$ cat src/rtl/rob_pkg.sv
package rob_pkg;
  typedef enum logic [1:0] {
    M_IDLE = 2'd0,
    M_RUN  = 2'd1,
    M_SQZ  = 2'd2
  } mode_e;
endpackage

$ cat src/rtl/rob_insert.sv
// Compacts the valid, live lanes of a renamed group into consecutive
// offsets from the tail, limited by the free space.
module rob_insert #(
  parameter int RN_W = 2,
  parameter int AW   = 3,
  parameter int CW   = 4
)(
  input  logic [RN_W-1:0]         vld_i,
  input  logic [RN_W-1:0]         sqd_i,
  input  logic [CW-1:0]           space_i,
  output logic [RN_W-1:0]         take_o,
  output logic [RN_W-1:0][AW-1:0] ofs_o,
  output logic [CW-1:0]           cnt_o
);
  logic [CW-1:0] acc;

  always_comb begin
    acc    = '0;
    take_o = '0;
    ofs_o  = '0;
    for (int i = 0; i < RN_W; i++) begin
      ofs_o[i] = acc[AW-1:0];
      if (vld_i[i] && !sqd_i[i] && (acc < space_i)) begin
        take_o[i] = 1'b1;
        acc       = acc + 1'b1;
      end
    end
    cnt_o = acc;
  end
endmodule

$ cat src/rtl/rob_retire.sv
// Examines up to CM_W entries from the head and decides which leave.
module rob_retire #(
  parameter int DEPTH = 8,
  parameter int CM_W  = 2,
  parameter int SEQ_W = 8,
  parameter int PC_W  = 16,
  localparam int AW   = $clog2(DEPTH),
  localparam int CW   = $clog2(DEPTH + 1),
  localparam int RCW  = $clog2(CM_W + 1)
)(
  input  logic [AW-1:0]    head_i,
  input  logic [CW-1:0]    count_i,
  input  logic [DEPTH-1:0] sq_i,
  input  logic [DEPTH-1:0] rdy_i,
  input  logic [DEPTH-1:0] exe_i,
  input  logic [DEPTH-1:0] ns_i,
  input  logic [DEPTH-1:0] flt_i,
  input  logic [SEQ_W-1:0] seq_i [DEPTH],
  input  logic [PC_W-1:0]  pc_i  [DEPTH],
  output logic [RCW-1:0]   pop_o,
  output logic [RCW-1:0]   cmt_o,
  output logic             any_cmt_o,
  output logic             any_flt_o,
  output logic [SEQ_W-1:0] last_seq_o,
  output logic [PC_W-1:0]  last_pc_o,
  output logic             ns_hit_o,
  output logic [AW-1:0]    ns_idx_o,
  output logic [SEQ_W-1:0] ns_seq_o
);
  logic          go;
  logic [AW-1:0] idx;

  always_comb begin
    go         = 1'b1;
    idx        = head_i;
    pop_o      = '0;
    cmt_o      = '0;
    any_cmt_o  = 1'b0;
    any_flt_o  = 1'b0;
    last_seq_o = '0;
    last_pc_o  = '0;
    ns_hit_o   = 1'b0;
    ns_idx_o   = '0;
    ns_seq_o   = '0;
    for (int k = 0; k < CM_W; k++) begin
      idx = head_i + AW'(k);
      if (go && (k < int'(count_i))) begin
        if (sq_i[idx]) begin
          pop_o = pop_o + 1'b1;
        end else if (rdy_i[idx] && exe_i[idx]) begin
          pop_o      = pop_o + 1'b1;
          cmt_o      = cmt_o + 1'b1;
          any_cmt_o  = 1'b1;
          any_flt_o  = any_flt_o | flt_i[idx];
          last_seq_o = seq_i[idx];
          last_pc_o  = pc_i[idx];
        end else begin
          go = 1'b0;
          if (rdy_i[idx] && ns_i[idx]) begin
            ns_hit_o = 1'b1;
            ns_idx_o = idx;
            ns_seq_o = seq_i[idx];
          end
        end
      end else begin
        go = 1'b0;
      end
    end
  end
endmodule

$ cat src/rtl/rob_walk.sv
// Squash walker: one entry per cycle from the youngest toward the head.
module rob_walk #(
  parameter int AW    = 3,
  parameter int CW    = 4,
  parameter int SEQ_W = 8
)(
  input  logic             clk,
  input  logic             rst,
  input  logic             start_i,
  input  logic             active_i,
  input  logic [AW-1:0]    tail_i,
  input  logic [CW-1:0]    count_i,
  input  logic [SEQ_W-1:0] point_i,
  input  logic [SEQ_W-1:0] cur_seq_i,
  output logic [AW-1:0]    wk_o,
  output logic             step_o,
  output logic             fin_o
);
  logic [CW-1:0]    left_q;
  logic [SEQ_W-1:0] point_q;
  logic             reached;

  assign reached = (left_q == '0) || (cur_seq_i == point_q);
  assign step_o  = active_i && !reached;
  assign fin_o   = active_i && reached;

  always_ff @(posedge clk) begin
    if (rst) begin
      wk_o    <= '0;
      left_q  <= '0;
      point_q <= '0;
    end else if (start_i) begin
      wk_o    <= tail_i - 1'b1;
      left_q  <= count_i;
      point_q <= point_i;
    end else if (step_o) begin
      wk_o   <= wk_o - 1'b1;
      left_q <= left_q - 1'b1;
    end
  end
endmodule

$ cat src/rtl/rob_commit_ctrl.sv
module rob_commit_ctrl
  import rob_pkg::*;
#(
  parameter int DEPTH = 8,
  parameter int RN_W  = 2,
  parameter int CM_W  = 2,
  parameter int CP_W  = 2,
  parameter int SEQ_W = 8,
  parameter int PC_W  = 16,
  localparam int AW   = $clog2(DEPTH),
  localparam int CW   = $clog2(DEPTH + 1),
  localparam int RCW  = $clog2(CM_W + 1)
)(
  input  logic                       clk,
  input  logic                       rst,
  input  logic [RN_W-1:0]            ins_vld,
  input  logic [RN_W-1:0]            ins_sqd,
  input  logic [RN_W-1:0]            ins_ns,
  input  logic [RN_W-1:0]            ins_flt,
  input  logic [RN_W-1:0][SEQ_W-1:0] ins_seq,
  input  logic [RN_W-1:0][PC_W-1:0]  ins_pc,
  input  logic [CP_W-1:0]            cp_vld,
  input  logic [CP_W-1:0]            cp_exe,
  input  logic [CP_W-1:0][SEQ_W-1:0] cp_seq,
  input  logic                       sq_req,
  input  logic [SEQ_W-1:0]           sq_seq,
  input  logic                       sq_mispred,
  input  logic                       sq_taken,
  input  logic [PC_W-1:0]            sq_next_pc,
  input  logic [PC_W-1:0]            sq_mis_pc,
  output logic [1:0]                 ctl_mode,
  output logic [SEQ_W-1:0]           fb_done_seq,
  output logic                       fb_squash,
  output logic                       fb_rob_sqz,
  output logic                       fb_mispred,
  output logic                       fb_taken,
  output logic [PC_W-1:0]            fb_next_pc,
  output logic [PC_W-1:0]            fb_mis_pc,
  output logic                       fb_ns_vld,
  output logic [SEQ_W-1:0]           fb_ns_seq,
  output logic [CW-1:0]              fb_free,
  output logic [RCW-1:0]             ret_cnt,
  output logic                       ret_fault,
  output logic [PC_W-1:0]            ret_pc
);
  // ---------------- state ----------------
  mode_e            mode_q, mode_n;
  logic [AW-1:0]    head_q, tail_q;
  logic [CW-1:0]    count_q, count_n;
  logic [DEPTH-1:0] v_q, rdy_q, exe_q, sq_q, ns_q, flt_q;
  logic [DEPTH-1:0] v_n, rdy_n, exe_n, sq_n, ns_n, flt_n;
  logic [SEQ_W-1:0] seq_q [DEPTH];
  logic [PC_W-1:0]  pc_q  [DEPTH];

  // ---------------- control ----------------
  logic in_sqz, take_sq, run_work;
  assign in_sqz   = (mode_q == M_SQZ);
  assign take_sq  = !in_sqz && sq_req;
  assign run_work = !in_sqz && !sq_req;

  // ---------------- insertion ----------------
  logic [RN_W-1:0]         take;
  logic [RN_W-1:0][AW-1:0] ofs;
  logic [CW-1:0]           take_cnt, space;
  assign space = CW'(DEPTH) - count_q;

  rob_insert #(.RN_W(RN_W), .AW(AW), .CW(CW)) u_ins (
    .vld_i   (ins_vld),
    .sqd_i   (ins_sqd),
    .space_i (space),
    .take_o  (take),
    .ofs_o   (ofs),
    .cnt_o   (take_cnt)
  );

  // ---------------- retirement ----------------
  logic [RCW-1:0]   pop, cmt;
  logic             any_cmt, any_flt, ns_hit;
  logic [SEQ_W-1:0] last_seq, ns_seq;
  logic [PC_W-1:0]  last_pc;
  logic [AW-1:0]    ns_idx;

  rob_retire #(.DEPTH(DEPTH), .CM_W(CM_W), .SEQ_W(SEQ_W), .PC_W(PC_W)) u_ret (
    .head_i     (head_q),
    .count_i    (count_q),
    .sq_i       (sq_q),
    .rdy_i      (rdy_q),
    .exe_i      (exe_q),
    .ns_i       (ns_q),
    .flt_i      (flt_q),
    .seq_i      (seq_q),
    .pc_i       (pc_q),
    .pop_o      (pop),
    .cmt_o      (cmt),
    .any_cmt_o  (any_cmt),
    .any_flt_o  (any_flt),
    .last_seq_o (last_seq),
    .last_pc_o  (last_pc),
    .ns_hit_o   (ns_hit),
    .ns_idx_o   (ns_idx),
    .ns_seq_o   (ns_seq)
  );

  // ---------------- squash walk ----------------
  logic [AW-1:0] wk;
  logic          step, fin;

  rob_walk #(.AW(AW), .CW(CW), .SEQ_W(SEQ_W)) u_walk (
    .clk       (clk),
    .rst       (rst),
    .start_i   (take_sq),
    .active_i  (in_sqz),
    .tail_i    (tail_q),
    .count_i   (count_q),
    .point_i   (sq_seq),
    .cur_seq_i (seq_q[wk]),
    .wk_o      (wk),
    .step_o    (step),
    .fin_o     (fin)
  );

  // ---------------- next state ----------------
  logic [AW-1:0] w_idx;

  always_comb begin
    count_n = count_q;
    if (run_work) count_n = count_q + take_cnt - CW'(pop);
  end

  always_comb begin
    if (take_sq)               mode_n = M_SQZ;
    else if (in_sqz)           mode_n = fin ? M_RUN : M_SQZ;
    else if (count_n == '0)    mode_n = M_IDLE;
    else                       mode_n = M_RUN;
  end

  always_comb begin
    v_n   = v_q;
    rdy_n = rdy_q;
    exe_n = exe_q;
    sq_n  = sq_q;
    ns_n  = ns_q;
    flt_n = flt_q;
    w_idx = '0;
    // non-speculative head parks until execute reports again
    if (run_work && ns_hit) rdy_n[ns_idx] = 1'b0;
    // completion marking, applied in every mode
    for (int p = 0; p < CP_W; p++) begin
      for (int e = 0; e < DEPTH; e++) begin
        if (cp_vld[p] && v_q[e] && (seq_q[e] == cp_seq[p])) begin
          rdy_n[e] = 1'b1;
          if (cp_exe[p]) exe_n[e] = 1'b1;
        end
      end
    end
    // release retired or dropped head entries
    for (int k = 0; k < CM_W; k++) begin
      if (run_work && (k < int'(pop))) begin
        w_idx        = head_q + AW'(k);
        v_n[w_idx]   = 1'b0;
      end
    end
    // allocate new entries
    for (int i = 0; i < RN_W; i++) begin
      if (run_work && take[i]) begin
        w_idx        = tail_q + ofs[i];
        v_n[w_idx]   = 1'b1;
        rdy_n[w_idx] = 1'b0;
        exe_n[w_idx] = 1'b0;
        sq_n[w_idx]  = 1'b0;
        ns_n[w_idx]  = ins_ns[i];
        flt_n[w_idx] = ins_flt[i];
      end
    end
    // squash walk marks one entry
    if (step) sq_n[wk] = 1'b1;
  end

  // ---------------- payload arrays (no reset) ----------------
  always_ff @(posedge clk) begin
    for (int i = 0; i < RN_W; i++) begin
      if (run_work && take[i]) begin
        seq_q[tail_q + ofs[i]] <= ins_seq[i];
        pc_q[tail_q + ofs[i]]  <= ins_pc[i];
      end
    end
  end

  // ---------------- control state and registered feedback ----------------
  always_ff @(posedge clk) begin
    if (rst) begin
      mode_q      <= M_IDLE;
      head_q      <= '0;
      tail_q      <= '0;
      count_q     <= '0;
      v_q         <= '0;
      rdy_q       <= '0;
      exe_q       <= '0;
      sq_q        <= '0;
      ns_q        <= '0;
      flt_q       <= '0;
      fb_done_seq <= '0;
      fb_squash   <= 1'b0;
      fb_rob_sqz  <= 1'b0;
      fb_mispred  <= 1'b0;
      fb_taken    <= 1'b0;
      fb_next_pc  <= '0;
      fb_mis_pc   <= '0;
      fb_ns_vld   <= 1'b0;
      fb_ns_seq   <= '0;
      fb_free     <= CW'(DEPTH);
      ret_cnt     <= '0;
      ret_fault   <= 1'b0;
      ret_pc      <= '0;
    end else begin
      mode_q  <= mode_n;
      count_q <= count_n;
      v_q     <= v_n;
      rdy_q   <= rdy_n;
      exe_q   <= exe_n;
      sq_q    <= sq_n;
      ns_q    <= ns_n;
      flt_q   <= flt_n;
      if (run_work) begin
        head_q <= head_q + AW'(pop);
        tail_q <= tail_q + AW'(take_cnt);
      end

      fb_squash  <= take_sq;
      fb_rob_sqz <= take_sq | step;
      if (take_sq) begin
        fb_done_seq <= sq_seq;
        fb_mispred  <= sq_mispred;
        fb_taken    <= sq_taken;
        fb_next_pc  <= sq_next_pc;
        fb_mis_pc   <= sq_mis_pc;
      end else if (step) begin
        fb_done_seq <= seq_q[wk];
      end else if (run_work && any_cmt) begin
        fb_done_seq <= last_seq;
      end

      fb_ns_vld <= run_work & ns_hit;
      if (run_work && ns_hit) fb_ns_seq <= ns_seq;

      ret_cnt   <= run_work ? cmt : '0;
      ret_fault <= run_work & any_flt;
      if (run_work && any_cmt) ret_pc <= last_pc;

      fb_free <= CW'(DEPTH) - count_n;
    end
  end

  assign ctl_mode = mode_q;
endmodule

$ cat config.mk
export PLATFORM = sky130hd
export DESIGN_NAME = rob_commit_ctrl
export DESIGN_NICKNAME = d
export VERILOG_FILES = /design/src/rtl/rob_pkg.sv /design/src/rtl/rob_insert.sv /design/src/rtl/rob_retire.sv /design/src/rtl/rob_walk.sv /design/src/rtl/rob_commit_ctrl.sv
export SDC_FILE = /design/constraint.sdc
export NUM_CORES = 1
export LEC_CHECK = 0
export ABC_AREA = 0
export BUFFER_PORTS_ARGS = -buffer_cell sky130_fd_sc_hd__buf_2
export CAP_MARGIN = 5
export CORE_MARGIN = 2
export CORE_UTILIZATION = 45
export DETAILED_ROUTE_END_ITERATION = 16
export PLACE_DENSITY_LB_ADDON = 0.08
export SYNTH_ARGS = -nofsm -noshare
export SYNTH_HDL_FRONTEND = slang
export SYNTH_SLANG_ARGS = --single-unit
$ cat constraint.sdc
create_clock -name clk -period 5.04 [get_ports clk]
set_clock_uncertainty 0.2 [all_clocks]
set_input_delay 0.252 -clock clk [delete_from_list [all_inputs] [get_ports clk]]
set_output_delay 0.252 -clock clk [all_outputs]
set_load 0.005 [all_outputs]
* After elaboration in Yosys (flattened, before gate mapping)
Cells that the tools add are included.
Widths: inputs -> output; s select.
** Storage, ports and cells
- Output and inout port bits :: 78
- Bits of input ports :: 121
- Register bits after elaboration :: 343
- Logic and storage cells :: 406
** Operators by class
- Order comparisons :: 25
- Reductions and logical operators :: 71
- Equality and inequality tests :: 18
- Add/sub/neg operators :: 14
- Bitwise gates (word level) :: 27
- Muxes and demuxes :: 208
** Operators by type and width (number)
- $mux 8 :: 41
- $bwmux 128 :: 2
- $mux 128 :: 2
- $mux 16 :: 12
- $eq 8x8->1 :: 17
- $bwmux 64 :: 2
- $mux 64 :: 2
- $bmux 16 s3 :: 2
- $demux 16 s3 :: 2
- $mux 1 :: 91
- $and 8x8->8 :: 9
- $bmux 8 s3 :: 3
- $logic_and 1x1->1 :: 59
- $demux 8 s3 :: 2
- $not 8->8 :: 5
- $bwmux 8 :: 4
- $bmux 1 s3 :: 10
- $mux 3 :: 10
- $mux 2 :: 13
- $lt 3x4->1 const B :: 6
- $or 8x8->8 :: 3
- $ge 4x4->1 const B :: 5
- $not 3->4 :: 5
- $demux 1 s3 :: 6
- 26 further kinds :: 50

* Depth between registers and ports, before layout
Gate-level depths: netlist of run 1.
- Depth in word-level cells :: 24
- Mapped depth :: 21
- Mapped depth without buffers :: 19

* Modules after synthesis
Synthesis of run 1 repeated with hierarchy kept, for this count alone.
** Unflattened totals
- Cell total of the unflattened synthesis :: 2263
- Area total of the unflattened synthesis :: 21094.0 sq um
** Modules (own cells, without submodules)
- rob_commit_ctrl :: instances 1, cells each 1812, area each 16015.4 sq um
- rob_retire :: instances 1, cells each 352, area each 4152.7 sq um
- rob_walk :: instances 1, cells each 84, area each 803.3 sq um
- rob_insert :: instances 1, cells each 15, area each 122.6 sq um

* Least setup slack after synthesis of run 1
Ideal clock, no wire load.
- Path type :: register to register
- From :: register head_q[0]
- To :: register mode_q[0], in the netlist ctl_mode[0]
- Setup slack :: 0.887 ns
- Setup time :: 0.115 ns
- Cell stages (with the launch flop) :: 20
- Buffers on the path :: 1
- Arrival :: 3.838 ns
- Required time :: 4.725 ns
- Cells stage by stage :: dfxtp_1 > buf_6 > mux4_2 > mux2i_1 > o211a_2 > a21o_1 > inv_1 > ha_1 > nor2b_1 > nor3_1 > fa_1 > inv_1 > ha_1 > a21o_1 > a21oi_1 > xnor2_1 > nor2_1 > a21oi_1 > a41oi_1 > and2_1
** Between the ends
- Longest elaborated chain between the ends :: 15
** RTL lines
- from (decl) :: RTL line rob_commit_ctrl.sv:48 : logic [AW-1:0] head_q, tail_q;
- from (signal assigned) :: RTL line rob_commit_ctrl.sv:225 : head_q <= head_q + AW'(pop);
- $bmux 1 s3 :: RTL line rob_retire.sv:50 : end else if (rdy_i[idx] && exe_i[idx]) begin
- $mux 1 (implied by the code) :: RTL line rob_retire.sv:50
- $logic_and 1x1->1 :: RTL line rob_retire.sv:50
- $mux 1 :: RTL line rob_retire.sv:50
- $mux 2 :: RTL line rob_retire.sv:48 : if (sq_i[idx]) begin
- $mux 2 :: RTL line rob_retire.sv:47 : if (go && (k < int'(count_i))) begin
- $add 2x1->2 :: RTL line rob_retire.sv:49, rob_retire.sv:51
- $mux 2 :: RTL line rob_retire.sv:50
- $mux 2 :: RTL line rob_retire.sv:48
- $mux 2 * :: RTL line rob_retire.sv:47
- $sub 4x2->4 * :: RTL line rob_commit_ctrl.sv:127 : if (run_work) count_n = count_q + take_cnt - CW'(pop);
- $mux 4 * :: RTL line rob_commit_ctrl.sv:127
- $logic_not 4->1 * :: RTL line rob_commit_ctrl.sv:133 : else if (count_n == '0) mode_n = M_IDLE;
- $mux 1 * :: RTL line rob_commit_ctrl.sv:133
- $mux 2 * :: RTL line rob_commit_ctrl.sv:132 : else if (in_sqz) mode_n = fin ? M_RUN : M_SQZ;
- to (signal assigned) :: RTL line rob_commit_ctrl.sv:216 : mode_q <= mode_n;
- to (decl) :: RTL line rob_commit_ctrl.sv:47 : mode_e mode_q, mode_n;
Mark *: on every way between the ends. The rest lies on a longest branch, timed or not. The select of a mux whose other input is x is not followed.
A chain may end at the register's enable or synchronous reset.

* Worst setup path in the final report of run 1
Ends and elaborated chain as after synthesis.

==> results of run 1 <==
-- cells in the mapped netlist, drive strengths merged, types with 15 or more instances --
master / instances
a211oi: 22
a21oi: 90
a311oi: 22
buf: 78
clkbuf: 162
dfxtp: 341
ha: 19
inv: 36
mux2i: 250
mux4: 73
nand2: 353
nand3: 27
nand4: 25
nor2: 133
nor2b: 19
nor3: 39
nor4: 35
o21ai: 218
o221ai: 15
o22ai: 89
xnor2: 75
xor2: 67
-- worst max-delay path by stage --
stage / startpoint / end / slack (ns) / depth (start not counted)
after global placement: head_q[2] / ctl_mode[0] / 0.49 / 18
after detailed placement: head_q[2] / ctl_mode[0] / 0.38 / 18
after CTS: head_q[2] / ctl_mode[0] / 0.37 / 18
after global routing: head_q[0] / ctl_mode[0] / 0.03 / 18
after floorplan: head_q[0] / ctl_mode[0] / 0.89 / 19
final: head_q[0] / ctl_mode[0] / 0.36 / 18
-- kinds of logic after synthesis --
group / Yosys count / share of synthesized area
AOI/OAI and AO/OA: 540 / 0.164
xor gates and xnor gates: 142 / 0.0620
adders and majority gates: 23 / 0.0157
buffers and inverters: 277 / 0.0612
DFF: 341 / 0.338
muxes: 326 / 0.207
and+or+nand+nor: 691 / 0.152
-- power breakdown --
group	switching, mW	internal, mW
combinational	1.35	1.33
clock	1.24	1.87
sequential	0.721	3.21
-- sequential cells by signal (all words and copies together), names as in the netlist, 16 cells and up --
| signal | count |
|---|---|
| ret_pc | 16 |
| seq_q | 64 |
| fb_mis_pc | 16 |
| pc_q | 128 |
| fb_next_pc | 16 |
-- cell type report --
| class | instances | area, um2 | area share |
|---|---|---|---|
| Inverter | 37 | 139 | 0.00574 |
| Sequential cell | 341 | 6830 | 0.282 |
| Clock inverter | 10 | 181 | 0.00750 |
| Timing Repair Buffer | 394 | 2850 | 0.118 |
| Clock buffer | 66 | 1220 | 0.0504 |
| Multi-Input combinational cell | 1722 | 12200 | 0.506 |
| Tap cell | 592 | 741 | 0.0306 |
-- timing repair --
item | CTS | global route
hold buffers | 132 | 0
setup endpoints to repair | 0 | 1
endpoints found under the hold margin | 277 | 0
gates resized for setup | 0 | 1
-- placed cells by master, fill, tap and decap left out, drive strengths merged, types with 5 or more instances in the layout --
master / instances
a311oi: 22
nand4: 25
or2: 5
a31oi: 12
or3: 13
nor2: 133
or4: 7
nor2b: 19
o21ai: 218
nor3b: 5
nand3: 27
nand3b: 7
a22oi: 8
mux4: 73
buf: 262
clkbuf: 66
a22o: 10
o221ai: 15
nand2: 353
nor4: 35
a211o: 7
inv: 37
xor2: 67
dlygate4sd3: 132
xnor2: 75
dfxtp: 341
nand2b: 9
o22ai: 89
nor3: 39
and3: 5
mux2i: 250
a211oi: 22
ha: 19
a21oi: 90
o22a: 6
-- through the flow --
stage,setup slack [ns],cells,total power [mW]
floorplan,0.887,2340,5.54
global placement,0.494,2954,6.39
detailed placement,0.382,2954,6.44
CTS,0.372,3162,9.65
global route,0.0316,3162,10.2
finish,0.359,3162,9.71
-- metal layers --
metal,GRT usage,vias to the layer above,share of wire
met5,0,-,0.00014
met4,0.113,2,0.038
met3,0.0764,204,0.099
met2,0.505,1062,0.43
met1,0.458,9120,0.43
li1,-,8800,-
-- critical path, cell delays in order (launching register included) --
cell and delay (ns):
dfxtp_2 0.48, mux4_1 0.58, mux2i_1 0.32, o211a_2 0.28, a21o_1 0.14, inv_1 0.07
ha_1 0.29, a21oi_1 0.07, nor2_1 0.20, ha_1 0.27, inv_1 0.05, ha_1 0.16
inv_1 0.07, fa_1 0.54, nor2_1 0.05, a21oi_1 0.25, ha_1 0.23, a41oi_1 0.11
and2_1 0.22
==> results_dict.tcl, run 1 <==
set metrics [dict create \
    utilization 0.547 \
    cts.sinks 341 \
    clk_path_buf_depth 3 \
    final_nets 2681 \
    die_h_um 216 \
    cp_data_required_time_ns 5.30 \
    fillers 4082 \
    r2r_setup_slack_ns 0.36 \
    grt_remaining_overflow 0 \
    yosysSeqAreaShare 0.338 \
    cts_tree "done" \
    place_area_mm2 0.0215 \
    syn_nets 2484 \
    status "finished, final reports clean" \
    wirelength_mm 78.5 \
    critPathKind "register to register" \
    initial_utilization 0.457 \
    ios 199 \
    tns_ns 0 \
    clockRootBuffer "clkbuf_16" \
    max-vdd-ir-drop_uv 311 \
    dieArea_mm2 0.0466 \
    worstMarginPinSlew_ns 1.09 \
    yosysWarningCount 0 \
    hp-start "cp_seq[8]" \
    hold_path_end "rdy_q[4]" \
    drt-pass1-iter-count 6 \
    synth_top_area_share 0.338 \
    synth_largest_area_cell "dfxtp_1" \
    slew_headroom 0.274 \
    drtIter0Drc 2457 \
    antenna_found_initial 1 \
    fin_crit_sh 0.929 \
    ant_nets 0 \
    synth.avg_cell_area_um2 8.63 \
    min_path_cells 4 \
    slew_violations 0 \
    portBuffers 198 \
    hold_ws_ns 0.0917 \
    syn_inst 2340 \
    fin_crit_ns 4.68 \
    syn-cell-area_mm2 0.0202 \
    cts_buffers 41 \
    place_congestion 1.07 \
    rsz0062_at_grt "false" \
    cp-start-kind "register" \
    htree_levels 2 \
    grt_pass1_vias 18100 \
    worstPathMaxFanout 10 \
    coreArea_mm2 0.0442 \
    worst_ep_arrival_time_ns 4.94 \
    total_leakage_power_nw 9.51 \
    postSynth.asyncResetShare 0 \
    clk_pin_slew_ns 0.06 \
    ys_types 73 \
    end_kind "register" \
    rows 77 \
    hold_violations 0 \
    ys_seq_elements 341 \
    final_area_mm2 0.0242 \
    grt_max_degree 91 \
    dp_hpwl_mm 52.2 \
    cap_violations 0 \
    fmax_ghz 0.214 \
    clk_latency_ns 0.59 \
    p_per_area_mw_per_mm2 401 \
    grt_pass1_wl_mm 117 \
    wl_per_cell_um 24.8 \
    track_usage 0.330 \
    drive_gt1_frac 0.170 \
    syn_to_final_growth_pct 19.9 \
    hp-class "primary input to register" \
    r2r_start "head_q[0]" \
    setup_viol 0 \
    ys.flop_type "dfxtp_1" \
    synth_edf_count 0 \
    worstRegToRegCells 18 \
    diodes 0 \
    via_per_inst 6.07 \
    vias 19200 \
    r2r-end "ctl_mode[0]" \
    postCtsSetupRepairBufs 0 \
    die_x_um 216 \
    route.detailed.drc 0 \
    synth_area_leaders "dfxtp_1, mux2i_1, mux4_2" \
]
Power figures use the tool's default switching activity.
==> run 2: changes to the inputs <==
Settings changed: CTS_BUF_LIST set to sky130_fd_sc_hd__clkbuf_2.
==> run 2 against run 1 <==
Compared with the run above:
- via count up 8.2%
- first-iteration DRC count rose by 8.1%
- worst hold slack better by 0.094 ns
- sequential cell count stayed put
- non-clock buffer count up 232
- wire length increased by 7.4%
- combinational power increased by 8.6%
- maximum frequency barely moved
- sequential power is essentially flat
- cell count increased by 10%
==> results_dict.tcl, run 2 (synthesis results as in run 1) <==
set metrics [dict create \
    status "finished, final reports clean" \
    power_mw 8.92 \
    min_path_cells 7 \
    wirelength_mm 84.3 \
    tns_ns 0 \
    clockRootBuffer "clkbuf_2" \
    cp_cell_sequence "inv_1 -> ha_1 -> nor3b_1 -> a41o_1 -> a311oi_2 -> dlygate4sd3_1 -> nand3_1 -> dlygate4sd3_1 -> nor2_4 -> buf_12 -> buf_4 -> o21ai_0 -> dlygate4sd3_1" \
    cts_buffers 94 \
    fillers 3981 \
    worstSetupEndpoint "seq_q[8]" \
    drt-pass1-iter-count 6 \
    worst_ep_arrival_time_ns 5.45 \
    largest_reg_flops 128 \
    ant_nets 0 \
    place_inst 2954 \
    fmax_ghz 0.213 \
    hp-class "primary input to register" \
    r2r-end "seq_q[8]" \
    r2r_start "count_q[1]" \
    cp_slowest_cell "dlygate4sd3_1" \
    max-vdd-ir-drop_uv 166 \
    startpoint "count_q[1]" \
    hold_violations 0 \
    worstMarginPinSlew_ns 1.14 \
    layout_commonest_cell "dlygate4sd3_1" \
    portBuffers 198 \
    cp-start-kind "register" \
    final_cell_mix "dlygate4sd3_1, nand2_1, dfxtp_1, mux2i_1, o21ai_0" \
    final_nets 2966 \
    dieArea_mm2 0.0466 \
    clk_pin_slew_ns 0.11 \
    cap_violations 0 \
    wl_per_cell_um 24.2 \
    coreArea_mm2 0.0442 \
    via_per_inst 5.96 \
    grt_pass1_vias 20200 \
    die_h_um 216 \
    rows 77 \
    grt_max_degree 91 \
    track_usage 0.356 \
    rsz0062_at_grt "false" \
    drive_gt1_frac 0.183 \
    worstPathMaxFanout 27 \
    slew_headroom 0.241 \
    syn_to_final_growth_pct 28.7 \
    total_leakage_power_nw 10.4 \
    clk_latency_ns 1.10 \
    grt_remaining_overflow 0 \
    fin_crit_ns 4.68 \
    antenna_found_initial 3 \
    cts.sinks 341 \
    final_cells 3482 \
    initial_utilization 0.457 \
    critPathKind "register to register" \
    worstRegToRegCells 13 \
    clk_path_buf_depth 3 \
    drtIter0Drc 2657 \
    grt_pass1_wl_mm 126 \
    slew_violations 0 \
    hp-start "sq_req" \
    fin_crit_sh 0.929 \
    cts_tree "done" \
    crit_top_cell "dlygate4sd3_1" \
    end_kind "register" \
    max_stage_delay_ns 0.77 \
    ios 199 \
    dp_hpwl_mm 52.2 \
    die_x_um 216 \
    setup_viol 0 \
    place_congestion 1.07 \
    r2r_setup_slack_ns 0.36 \
    htree_levels 3 \
    route.detailed.drc 0 \
    p_per_area_mw_per_mm2 343 \
    vias 20800 \
    cp_data_required_time_ns 5.81 \
]
-- run 2: cell count changes in the layout (fill, tap and decap cells not counted), moves of 2 or more --
cell / before / now
dlygate4sd3_1: 132 / 360
clkbuf_2: 0 / 137
clkbuf_16: 41 / 0
clkbuf_1: 15 / 0
clkinv_1: 1 / 15
clkbuf_8: 10 / 0
diode_2: 0 / 5
a21oi_1: 90 / 87
a21oi_2: 0 / 3
buf_4: 61 / 64
bufinv_16: 4 / 2
clkinv_4: 0 / 2
clkinv_8: 2 / 0
-- run 2: worst min-delay path by stage --
stage | end | slack, ns
after floorplan | u_walk.point_q[0] | 0.19
final | u_walk.wk_o[1] | 0.19
after global placement | fb_mis_pc[2] | 0.24
after detailed placement | fb_next_pc[8] | 0.25
after CTS | u_walk.wk_o[1] | 0.08
after global routing | u_walk.wk_o[1] | 0.22
-- run 2: cell type report --
| class | count | area [um2] | share of cell area |
|---|---|---|---|
| multi-input cells | 1722 | 12300 | 0.472 |
| flip-flops and latches | 341 | 6830 | 0.263 |
| repair buffers | 626 | 5170 | 0.199 |
| well taps | 592 | 741 | 0.0285 |
| clock buffers | 137 | 686 | 0.0264 |
| clock inverters | 22 | 156 | 0.00602 |
| inverters | 37 | 139 | 0.00534 |
| diodes | 5 | 12.5 | 0.000481 |
-- run 2: what timing repair did --
action / CTS / global route
endpoints found under the setup margin: 0 / 10
gates resized for setup: 0 / 3
buffers inserted: 0 / 4
hold endpoints to repair: 333 / 0
hold buffers: 360 / 0
-- run 2: through the flow --
step / setup slack (ns) / hold slack (ns) / util / area [um2]
5_1_grt: 0.0210 / 0.218 / 0.588 / 26000
3_3_place_gp: 0.494 / 0.239 / 0.486 / 21500
6_report: 0.356 / 0.186 / 0.588 / 26000
2_1_floorplan: 0.887 / 0.188 / - / 20200
4_1_cts: 0.170 / 0.0753 / 0.586 / 25900
3_5_place_dp: 0.382 / 0.246 / 0.486 / 21500
-- run 2: worst max-delay path, delay by kind of cell (launching register included) --
kind	cells	cell delay [ns]
buffers and inverters	6	2.63
and+or+nand+nor	3	0.41
DFF	1	0.39
adders and majority gates	1	0.28
AOI/OAI and AO/OA	3	0.64
-- run 2: where the power goes --
part	total, mW	switching [mW]	internal [mW]	leakage (nW)
registers	3.93	0.729	3.20	2.79
logic	2.91	1.41	1.50	7.02
clock network	2.09	1.26	0.829	0.640
total	8.92	3.40	5.52	10.4
-- run 2: routing by layer --
metal	up-vias	wire length, um	global-route usage
li1	9426	-	-
met5	-	0	0
met2	1257	37000	0.550
met4	0	3430	0.152
met3	259	8540	0.0764
met1	9816	35300	0.480
